[src/rtl/irq_rr_pkg.sv]
package irq_rr_pkg;

    localparam int unsigned BUS_W = 32;

    typedef enum logic [0:0] {
        SEL_IDLE  = 1'b0,
        SEL_GRANT = 1'b1
    } sel_state_e;

    typedef enum logic [0:0] {
        KIND_MASK   = 1'b0,
        KIND_STATUS = 1'b1
    } reg_kind_e;

endpackage

[src/rtl/irq_rr_mask_bank.sv]
module irq_rr_mask_bank
    import irq_rr_pkg::*;
#(
    parameter int unsigned NUM_SRC = 64,
    parameter int unsigned NUM_CPU = 2,
    localparam int unsigned SRC_W     = $clog2(NUM_SRC),
    localparam int unsigned NUM_WORDS = NUM_SRC / BUS_W,
    localparam int unsigned WORD_W    = (NUM_WORDS > 1) ? $clog2(NUM_WORDS) : 1,
    localparam int unsigned CPU_W     = (NUM_CPU > 1) ? $clog2(NUM_CPU) : 1
) (
    input  logic                       clk,
    input  logic                       rst_n,
    input  logic                       wr_en_i,
    input  logic [CPU_W-1:0]           wr_cpu_i,
    input  logic [WORD_W-1:0]          wr_word_i,
    input  logic [BUS_W-1:0]           wr_data_i,
    input  logic                       mask_cmd_i,
    input  logic                       unmask_cmd_i,
    input  logic [SRC_W-1:0]           cmd_src_i,
    input  logic [NUM_CPU-1:0]         cmd_aff_i,
    output logic [NUM_CPU*NUM_SRC-1:0] mask_o
);

    // register word r carries logical word r ^ (NUM_WORDS-1)
    logic [WORD_W-1:0] log_word;
    logic              word_ok;

    always_comb begin
        log_word = wr_word_i ^ WORD_W'(NUM_WORDS - 1);
        word_ok  = (int'(wr_word_i) < int'(NUM_WORDS));
    end

    for (genvar c = 0; c < NUM_CPU; c++) begin : g_cpu
        logic [NUM_SRC-1:0] bank_q;

        always_ff @(posedge clk or negedge rst_n) begin
            if (!rst_n) begin
                bank_q <= '0;
            end else begin
                if (wr_en_i && word_ok && (wr_cpu_i == CPU_W'(c))) begin
                    bank_q[int'(log_word)*BUS_W +: BUS_W] <= wr_data_i;
                end
                // commands are applied last so they win over a bus write
                if (mask_cmd_i) begin
                    bank_q[cmd_src_i] <= 1'b0;
                end else if (unmask_cmd_i) begin
                    bank_q[cmd_src_i] <= cmd_aff_i[c];
                end
            end
        end

        assign mask_o[c*NUM_SRC +: NUM_SRC] = bank_q;

        AST_MASK_CMD_CLEARS: assert property (@(posedge clk) disable iff (!rst_n)
            mask_cmd_i |=> !bank_q[$past(cmd_src_i)]);

        AST_UNMASK_FOLLOWS_AFF: assert property (@(posedge clk) disable iff (!rst_n)
            (unmask_cmd_i && !mask_cmd_i) |=> (bank_q[$past(cmd_src_i)] == $past(cmd_aff_i[c])));
    end

endmodule

[src/rtl/irq_rr_selector.sv]
module irq_rr_selector
    import irq_rr_pkg::*;
#(
    parameter int unsigned NUM_SRC = 64,
    localparam int unsigned SRC_W = $clog2(NUM_SRC)
) (
    input  logic               clk,
    input  logic               rst_n,
    input  logic [NUM_SRC-1:0] pending_i,
    input  logic               svc_req_i,
    input  logic               ext_en_i,
    input  logic [SRC_W-1:0]   ext_start_i,
    input  logic [SRC_W-1:0]   ext_end_i,
    output logic               gnt_valid_o,
    output logic [SRC_W-1:0]   gnt_idx_o,
    output logic               gnt_ext_o
);

    sel_state_e       state_q, state_d;
    logic [SRC_W-1:0] ptr_q;
    logic [SRC_W-1:0] idx_q;
    logic             ext_q;

    logic             hit;
    logic [SRC_W-1:0] hit_idx;
    logic             in_window;
    logic [SRC_W-1:0] report_idx;
    logic             accept;

    // upward scan from the pointer; index arithmetic wraps in SRC_W bits
    always_comb begin
        logic [SRC_W-1:0] cand;
        hit     = 1'b0;
        hit_idx = ptr_q;
        for (int k = 0; k < int'(NUM_SRC); k++) begin
            cand = ptr_q + SRC_W'(k);
            if (!hit && pending_i[cand]) begin
                hit     = 1'b1;
                hit_idx = cand;
            end
        end
    end

    always_comb begin
        in_window  = ext_en_i && (hit_idx >= ext_start_i) && (hit_idx <= ext_end_i);
        report_idx = in_window ? (hit_idx - ext_start_i) : hit_idx;
        accept     = svc_req_i && hit;
    end

    // next-state logic: accept / re-accept / release / miss
    always_comb begin
        state_d = state_q;
        unique case (state_q)
            SEL_IDLE:  state_d = accept ? SEL_GRANT : SEL_IDLE;
            SEL_GRANT: state_d = accept ? SEL_GRANT : SEL_IDLE;
            default:   state_d = SEL_IDLE;
        endcase
    end

    always_ff @(posedge clk or negedge rst_n) begin
        if (!rst_n) begin
            state_q <= SEL_IDLE;
        end else begin
            state_q <= state_d;
        end
    end

    always_ff @(posedge clk or negedge rst_n) begin
        if (!rst_n) begin
            ptr_q <= '0;
            idx_q <= '0;
            ext_q <= 1'b0;
        end else if (accept) begin
            ptr_q <= hit_idx + SRC_W'(1);
            idx_q <= report_idx;
            ext_q <= in_window;
        end
    end

    always_comb begin
        gnt_idx_o = idx_q;
        gnt_ext_o = ext_q;
        unique case (state_q)
            SEL_IDLE:  gnt_valid_o = 1'b0;
            SEL_GRANT: gnt_valid_o = 1'b1;
            default:   gnt_valid_o = 1'b0;
        endcase
    end

    AST_GNT_ON_PENDING: assert property (@(posedge clk) disable iff (!rst_n)
        (svc_req_i && (|pending_i)) |=> gnt_valid_o);

    AST_NO_GNT_WHEN_EMPTY: assert property (@(posedge clk) disable iff (!rst_n)
        (svc_req_i && !(|pending_i)) |=> (!gnt_valid_o && $stable(ptr_q)));

    AST_GNT_NEEDS_REQ: assert property (@(posedge clk) disable iff (!rst_n)
        gnt_valid_o |-> $past(svc_req_i));

    AST_EXT_IN_SPAN: assert property (@(posedge clk) disable iff (!rst_n)
        (gnt_valid_o && gnt_ext_o) |-> (gnt_idx_o <= $past(ext_end_i - ext_start_i)));

endmodule

[src/rtl/irq_rr_read_mux.sv]
module irq_rr_read_mux
    import irq_rr_pkg::*;
#(
    parameter int unsigned NUM_SRC = 64,
    parameter int unsigned NUM_CPU = 2,
    localparam int unsigned NUM_WORDS = NUM_SRC / BUS_W,
    localparam int unsigned WORD_W    = (NUM_WORDS > 1) ? $clog2(NUM_WORDS) : 1,
    localparam int unsigned CPU_W     = (NUM_CPU > 1) ? $clog2(NUM_CPU) : 1,
    localparam int unsigned ADDR_W    = CPU_W + 1 + WORD_W
) (
    input  logic [ADDR_W-1:0]          addr_i,
    input  logic [NUM_SRC-1:0]         status_i,
    input  logic [NUM_CPU*NUM_SRC-1:0] mask_i,
    output logic [BUS_W-1:0]           rdata_o
);

    logic [WORD_W-1:0] reg_word;
    logic [WORD_W-1:0] log_word;
    reg_kind_e         kind;
    logic [CPU_W-1:0]  cpu;

    always_comb begin
        reg_word = addr_i[WORD_W-1:0];
        log_word = reg_word ^ WORD_W'(NUM_WORDS - 1);
        kind     = reg_kind_e'(addr_i[WORD_W]);
        cpu      = addr_i[ADDR_W-1:WORD_W+1];
    end

    always_comb begin
        rdata_o = '0;
        for (int w = 0; w < int'(NUM_WORDS); w++) begin
            if (int'(log_word) == w && int'(reg_word) < int'(NUM_WORDS)) begin
                if (kind == KIND_STATUS) begin
                    rdata_o = status_i[w*BUS_W +: BUS_W];
                end else begin
                    for (int c = 0; c < int'(NUM_CPU); c++) begin
                        if (int'(cpu) == c) begin
                            rdata_o = mask_i[c*NUM_SRC + w*BUS_W +: BUS_W];
                        end
                    end
                end
            end
        end
    end

endmodule

[src/rtl/irq_rr_dispatch.sv]
module irq_rr_dispatch
    import irq_rr_pkg::*;
#(
    parameter int unsigned NUM_SRC = 64,
    parameter int unsigned NUM_CPU = 2,
    localparam int unsigned SRC_W     = $clog2(NUM_SRC),
    localparam int unsigned NUM_WORDS = NUM_SRC / BUS_W,
    localparam int unsigned WORD_W    = (NUM_WORDS > 1) ? $clog2(NUM_WORDS) : 1,
    localparam int unsigned CPU_W     = (NUM_CPU > 1) ? $clog2(NUM_CPU) : 1,
    localparam int unsigned ADDR_W    = CPU_W + 1 + WORD_W
) (
    input  logic                     clk,
    input  logic                     rst_n,
    input  logic [NUM_SRC-1:0]       status_i,
    input  logic [ADDR_W-1:0]        bus_addr_i,
    input  logic                     bus_we_i,
    input  logic [BUS_W-1:0]         bus_wdata_i,
    output logic [BUS_W-1:0]         bus_rdata_o,
    input  logic                     mask_cmd_i,
    input  logic                     unmask_cmd_i,
    input  logic [SRC_W-1:0]         cmd_src_i,
    input  logic [NUM_CPU-1:0]       cmd_aff_i,
    input  logic                     ext_en_i,
    input  logic [SRC_W-1:0]         ext_start_i,
    input  logic [SRC_W-1:0]         ext_end_i,
    input  logic [NUM_CPU-1:0]       svc_req_i,
    output logic [NUM_CPU-1:0]       irq_o,
    output logic [NUM_CPU-1:0]       gnt_valid_o,
    output logic [NUM_CPU*SRC_W-1:0] gnt_idx_o,
    output logic [NUM_CPU-1:0]       gnt_ext_o
);

    logic [NUM_CPU*NUM_SRC-1:0] mask_flat;
    logic                       wr_mask;
    logic [CPU_W-1:0]           wr_cpu;

    always_comb begin
        wr_cpu  = bus_addr_i[ADDR_W-1:WORD_W+1];
        wr_mask = bus_we_i
               && (reg_kind_e'(bus_addr_i[WORD_W]) == KIND_MASK)
               && (int'(wr_cpu) < int'(NUM_CPU));
    end

    irq_rr_mask_bank #(
        .NUM_SRC (NUM_SRC),
        .NUM_CPU (NUM_CPU)
    ) u_bank (
        .clk          (clk),
        .rst_n        (rst_n),
        .wr_en_i      (wr_mask),
        .wr_cpu_i     (wr_cpu),
        .wr_word_i    (bus_addr_i[WORD_W-1:0]),
        .wr_data_i    (bus_wdata_i),
        .mask_cmd_i   (mask_cmd_i),
        .unmask_cmd_i (unmask_cmd_i),
        .cmd_src_i    (cmd_src_i),
        .cmd_aff_i    (cmd_aff_i),
        .mask_o       (mask_flat)
    );

    irq_rr_read_mux #(
        .NUM_SRC (NUM_SRC),
        .NUM_CPU (NUM_CPU)
    ) u_rmux (
        .addr_i   (bus_addr_i),
        .status_i (status_i),
        .mask_i   (mask_flat),
        .rdata_o  (bus_rdata_o)
    );

    for (genvar c = 0; c < NUM_CPU; c++) begin : g_sel
        logic [NUM_SRC-1:0] pending;

        assign pending  = status_i & mask_flat[c*NUM_SRC +: NUM_SRC];
        assign irq_o[c] = |pending;

        irq_rr_selector #(
            .NUM_SRC (NUM_SRC)
        ) u_sel (
            .clk         (clk),
            .rst_n       (rst_n),
            .pending_i   (pending),
            .svc_req_i   (svc_req_i[c]),
            .ext_en_i    (ext_en_i),
            .ext_start_i (ext_start_i),
            .ext_end_i   (ext_end_i),
            .gnt_valid_o (gnt_valid_o[c]),
            .gnt_idx_o   (gnt_idx_o[c*SRC_W +: SRC_W]),
            .gnt_ext_o   (gnt_ext_o[c])
        );
    end

endmodule

[config.mk]
export PLATFORM = sky130hd
export DESIGN_NAME = irq_rr_dispatch
export DESIGN_NICKNAME = d
export VERILOG_FILES = /design/src/rtl/irq_rr_pkg.sv /design/src/rtl/irq_rr_mask_bank.sv /design/src/rtl/irq_rr_selector.sv /design/src/rtl/irq_rr_read_mux.sv /design/src/rtl/irq_rr_dispatch.sv
export SDC_FILE = /design/constraint.sdc
export NUM_CORES = 2
export LEC_CHECK = 0
export BUFFER_PORTS_ARGS = -buffer_cell sky130_fd_sc_hd__buf_2
export CORE_MARGIN = 2
export CORE_UTILIZATION = 25
export CTS_CLUSTER_DIAMETER = 50
export DETAILED_ROUTE_END_ITERATION = 6
export GPL_TIMING_DRIVEN = 0
export PLACE_DENSITY_LB_ADDON = 0.08
export SLEW_MARGIN = 5
export SYNTH_ARGS = -nofsm -noshare
export SYNTH_HDL_FRONTEND = slang
export SYNTH_SLANG_ARGS = --single-unit
[constraint.sdc]
create_clock -name clk -period 10.8 [get_ports clk]
set_input_delay 1.62 -clock clk [delete_from_list [all_inputs] [get_ports clk]]
set_output_delay 1.62 -clock clk [all_outputs]
set_load 0.05 [all_outputs]
# Word level (Yosys, flattened, before mapping)
# Index checks and enable logic that the tools add are counted.
# classes
addsub	131
multipliers	0
div_mod_pow	0
order_cmp	134
n_eq_ne	0
shifts	2
mux	533
bitwise	10
reduce_logical	264
# ops
cell	n
$lt 6x7->1 const B	129
$bmux 1 s6	128
$mux 6	128
$add 6x6->6 const B	64
$mux 64	6
$mux 1	259
$and 64x64->64	4
$bwmux 64	4
$add 6x5->6 const B	32
$mux 32	5
$logic_and 1x1->1	136
$reduce_or 64->1	2
$logic_not 1->1	126
$add 6x4->6 const B	16
$not 64->64	1
$shift 32x34->64 const A	1
$shiftx 32x34->64	1
$add 6x3->6 const B	8
$neg 6->34	1
$add 6x1->6 const B	4
$add 6x2->6 const B	4
$ge 6x6->1	2
$le 6x6->1	2
$sub 6x6->6	2
4 further kinds	9
# totals
reg_bits	156
latch_bits	0
mem_bits_rw	0
rom_bits	0
in_bits	127
out_inout_bits	50
wordCells	1084
n_memories	0

# Logic depth before layout (Yosys ltp)
# logic_depth
depth_word	197
mapped_depth	43
mapped_depth_nobuf	32

# Hierarchy
# From an unflattened synthesis, not the netlist that was laid out.
# hier_totals
cells_unflattened	4573
area_unflattened_um2	38175.4
# by_module_without_submodules
mod	n_inst	cells_per_inst	area_per_inst_um2	seq_area_each_um2
irq_rr_selector at g_sel[0].u_sel	1	1910	14722.9	350.3
irq_rr_selector at g_sel[1].u_sel	1	1828	14368.8	350.3
irq_rr_mask_bank	1	541	6336.1	3203.1
irq_rr_read_mux	1	111	1536.5	0.0
irq_rr_dispatch	1	183	1211.2	0.0

# Least setup slack after synthesis
# Ideal clock, no wire load.
# synth_timing
path_kind	register to register
from	register g_sel[1].u_sel.ptr_q[1]
to	register g_sel[1].u_sel.idx_q[0]
arrival_time_ps	9519
setup_slack_ps	1197
stages_incl_launch_ff	40
n_path_buf	9
period_less_slack_ps	9603
path_cell_list	dfrtp_1 inv_1 buf_1 buf_2 buf_2 buf_2 buf_2 buf_1 ha_1 buf_2 inv_1 buf_1 clkbuf_1 mux4_2 mux4_2 mux2_2 a211oi_2 nand2_1 [4 not listed] nand2_2 nor4b_4 nor3_1 nand4b_1 o21ai_1 nand2_1 o2111ai_1 ha_1 nor2b_1 o21a_1 o21a_1 o21ai_0 nand2b_1 a21oi_1 a31oi_1 nor2_1 mux2_2 o21ai_0
# synth_via
elab_chain_len	196
word_cells_on_any_way	451
classes_between	add/sub: 64; order compare: 2; mux: 256; reduce/logical: 129
# synth_lines
item	line_no	source
start: declaration	irq_rr_selector.sv:20	logic [SRC_W-1:0] ptr_q;
start signal: assignment	irq_rr_selector.sv:74	ptr_q <= hit_idx + SRC_W'(1);
branches (longest 196 deep; another with $add 6x1->6)	n/a	
end signal: assignment	irq_rr_selector.sv:75	idx_q <= report_idx;
end: declaration	irq_rr_selector.sv:21	logic [SRC_W-1:0] idx_q;
# Parallel ways; which one is timed is not known. The select of a mux whose other input is x is not followed.
# A chain may end at the register's enable or synchronous reset.

# Worst setup path after layout
# layout_timing
from	register g_sel[1].u_sel.ptr_q[2]
to	register g_sel[1].u_sel.idx_q[4]
# Same word-level chain as after synthesis.

==> run metrics <==
# DRC=0; Post-synth EDFFs=0; Final Max Slew Viols=0; Netlist cell types=107; I/O Buffers=174; Avg Inst Size Synth=8.17 sq um; Crit path largest cell delay=1.06 ns; met2 Track Usage GR=0.519; final WL=281000 um; RSZ-0062 raised after global routing=yes; post-route ant nets=0; Tcrit/Tclk final=1.01; Synth Cell Area=37400 sq um; CP Max Fanout=15; H-tree depth=4; Worst Skew=0.0237 ns; fmax=0.0913 GHz; Reg area=3910 sq um; Die H=391 um; CTS Buffer Depth=2; CP arrival=11.39 ns; I/O pin cnt=between 150 and 200; Layout area overhead=14.6%; status=finished with violations; 1st-iter DRT viols=7091; drt pass-1 iters=6; Worst Setup Start Kind=register; Final Hold Fails=0; first-pass GRT wire length=378000 um; initial antenna violation count=9; Fill cells=16100; number of max-cap violations=0; Core ar.=148000 sq um; largest net degree at the start of global routing=92; Area contributors post-synth=mux4_2 (22%), dfrtp_1 (10%), mux2i_1 (8.2%), nand2_1 (5.0%), nor2_1 (3.9%); commonest non-fill, non-tap cell in the layout=nand2_1; Total Neg Setup Slack=-0.364 ns; Initial Utilization=0.253; worst slew pin tran=approximately 1.5 ns; max_slew headroom=0.0158; CP Capture Type=register; failing checks=setup timing; final setup fails=5; met3 GRT Util=0.0872; setup ws final=-0.157 ns; Synth top area share=0.222; Synth Register Bits=156; GR Layer Usage met1=0.484; multi-input combinational cell area=32600 sq um; die width=391 um; critical path class=reg2reg; Worst-path clk slew=~0.080 ns; dpl hpwl=about 230000 um; synth warn=0; DR vias=46200; Syn Inst Count=4576; WP data required=around 11 ns; Rows=141; Slowest-stage cell, CP=a311oi_1; Placer Congestion=between 1 and 1.5; Most used DFF post-synth=dfrtp_1; TritonCTS Sinks=between 150 and 200; total CTS buffers=17; critical path's most frequent cell=buf_4; Skew-Pair Late Insertion Delay=between 0.5 and 0.6 ns; GRT Overall Usage=0.356; die footprint=153000 sq um; Top Usage Layer GRT=met2; Design Area, Final=42800 sq um; synthesized netlist net count=4765; DP Worst Slack=-3.42 ns; most frequent cells in the layout=nand2_1 (493), nor2_1 (382), mux4_2 (369); share of cells above drive strength 1=0.212; cts hold-fix bufs=0; dpl cell area=41100 sq um; DR WL/cell=41.5 um; TritonCTS clock tree=built; final worst path period need=10.96 ns; vias in the first global route=43000; Worst Hold Class=reg2reg; Via density=6.84; GRT overflow=0; sequential area share after synthesis=0.104; Async S/R FF share, synth=1.00; Root Driver=clkbuf_16; Final nets=4998; leading area contributor after synthesis=mux4_2
==> worst paths after layout <==
check,to,cells after the start,slack (ns),startpoint
worst max-delay path,g_sel[1].u_sel.gnt_idx_o[4],38,-0.16,g_sel[1].u_sel.ptr_q[2]
worst min-delay path,g_sel[0].u_sel.gnt_idx_o[3],2,0.48,g_sel[0].u_sel.gnt_idx_o[3]
worst max register to register,g_sel[1].u_sel.gnt_idx_o[4],38,-0.16,g_sel[1].u_sel.ptr_q[2]
worst min register to register,g_sel[0].u_sel.gnt_idx_o[3],2,0.48,g_sel[0].u_sel.gnt_idx_o[3]
max in group asynchronous,g_sel[1].u_sel.ptr_q[3],2,8.65,rst_n
min in group asynchronous,u_bank.g_cpu[1].bank_q[30],1,1.06,rst_n
==> state kept, by name, indices dropped and copies added, names as in the netlist <==
register / cells
g_sel.u_sel.gnt_ext_o: 2
g_sel.u_sel.ptr_q: 12
g_sel.u_sel.gnt_idx_o: 12
u_bank.g_cpu.bank_q: 128
g_sel.u_sel.state_q: 2
==> cell usage after synthesis, types with 27 or more instances <==
cell type and instances:
a21boi_0 39, a21o_1 29, mux4_2 369, dfrtp_1 156, a31oi_1 30, nor2_1 390, clkbuf_1 192, nor4_1 41
xor2_1 35, ha_1 60, a221oi_1 44, and3_1 40, nand2b_1 50, mux2_2 86, buf_2 52, nor3_1 116
nand2_1 495, xnor2_1 122, o21a_1 31, nor2b_1 29, nand3_1 215, mux2i_1 307, a22oi_1 27, o211ai_1 55
and2_1 95, or3_1 29, buf_1 47, o22ai_1 171, o21ai_0 290, nand4_1 88, a211oi_1 54, a21oi_1 238
inv_1 78
==> cells by family (layout without fill, tap and decap cells) <==
kind of cell,count (synthesis),count (layout),synth area share
buffers and inverters,411,657,0.0469
AOI/OAI and AO/OA,1290,1290,0.228
other,0,8,0
and+or+nand+nor,1732,1732,0.229
xor gates and xnor gates,162,162,0.0390
adders and majority gates,62,62,0.0212
DFF,156,156,0.104
muxes,763,763,0.331
==> cell type report <==
| cell class | count | share of cell area |
|---|---|---|
| timing repair buffer | 220 | 0.0309 |
| inverter | 94 | 0.00835 |
| tap | 1930 | 0.0564 |
| clock buffer | 17 | 0.00993 |
| antenna | 8 | 0.000467 |
| clock inverter | 15 | 0.00488 |
| multi-input combinational | 4009 | 0.762 |
| buffer | 311 | 0.0363 |
| sequential | 156 | 0.0912 |
==> layer usage <==
layer / routed length (um) / up-vias
met2: 117000 / 3276
met5: 23 / -
li1: - / 18500
met3: 29900 / 670
met4: 18200 / 4
met1: 116000 / 23700
==> stage by stage <==
step	hold WS (ns)	utilization	cells
floorplan	0.450	-	4576
global placement	0.465	0.275	6680
detailed placement	0.466	0.277	6693
CTS	0.483	0.286	6731
global route	0.498	0.289	6752
finish	0.478	0.289	6760
==> worst max-delay path, delay by kind of cell (launching register included) <==
| family | cells | cell delay [ns] |
|---|---|---|
| compound gates | 17 | 4.53 |
| buf+inv | 10 | 3.32 |
| simple gates | 8 | 1.37 |
| fa+ha+maj | 2 | 0.64 |
| flops | 1 | 0.57 |
| mux | 1 | 0.36 |
==> what timing repair did <==
| item | 4_1_cts | 5_1_grt |
|---|---|---|
| pin swaps | 8 | 12 |
| gates resized for setup | 132 | 97 |
| endpoints found under the setup margin | 26 | 14 |
| setup buffers | 12 | 21 |
| cloned | 0 | 0 |
Power is left out: the tool's default activity adds up to more than one toggle a clock period on the data nets, which glitch-free logic cannot reach.
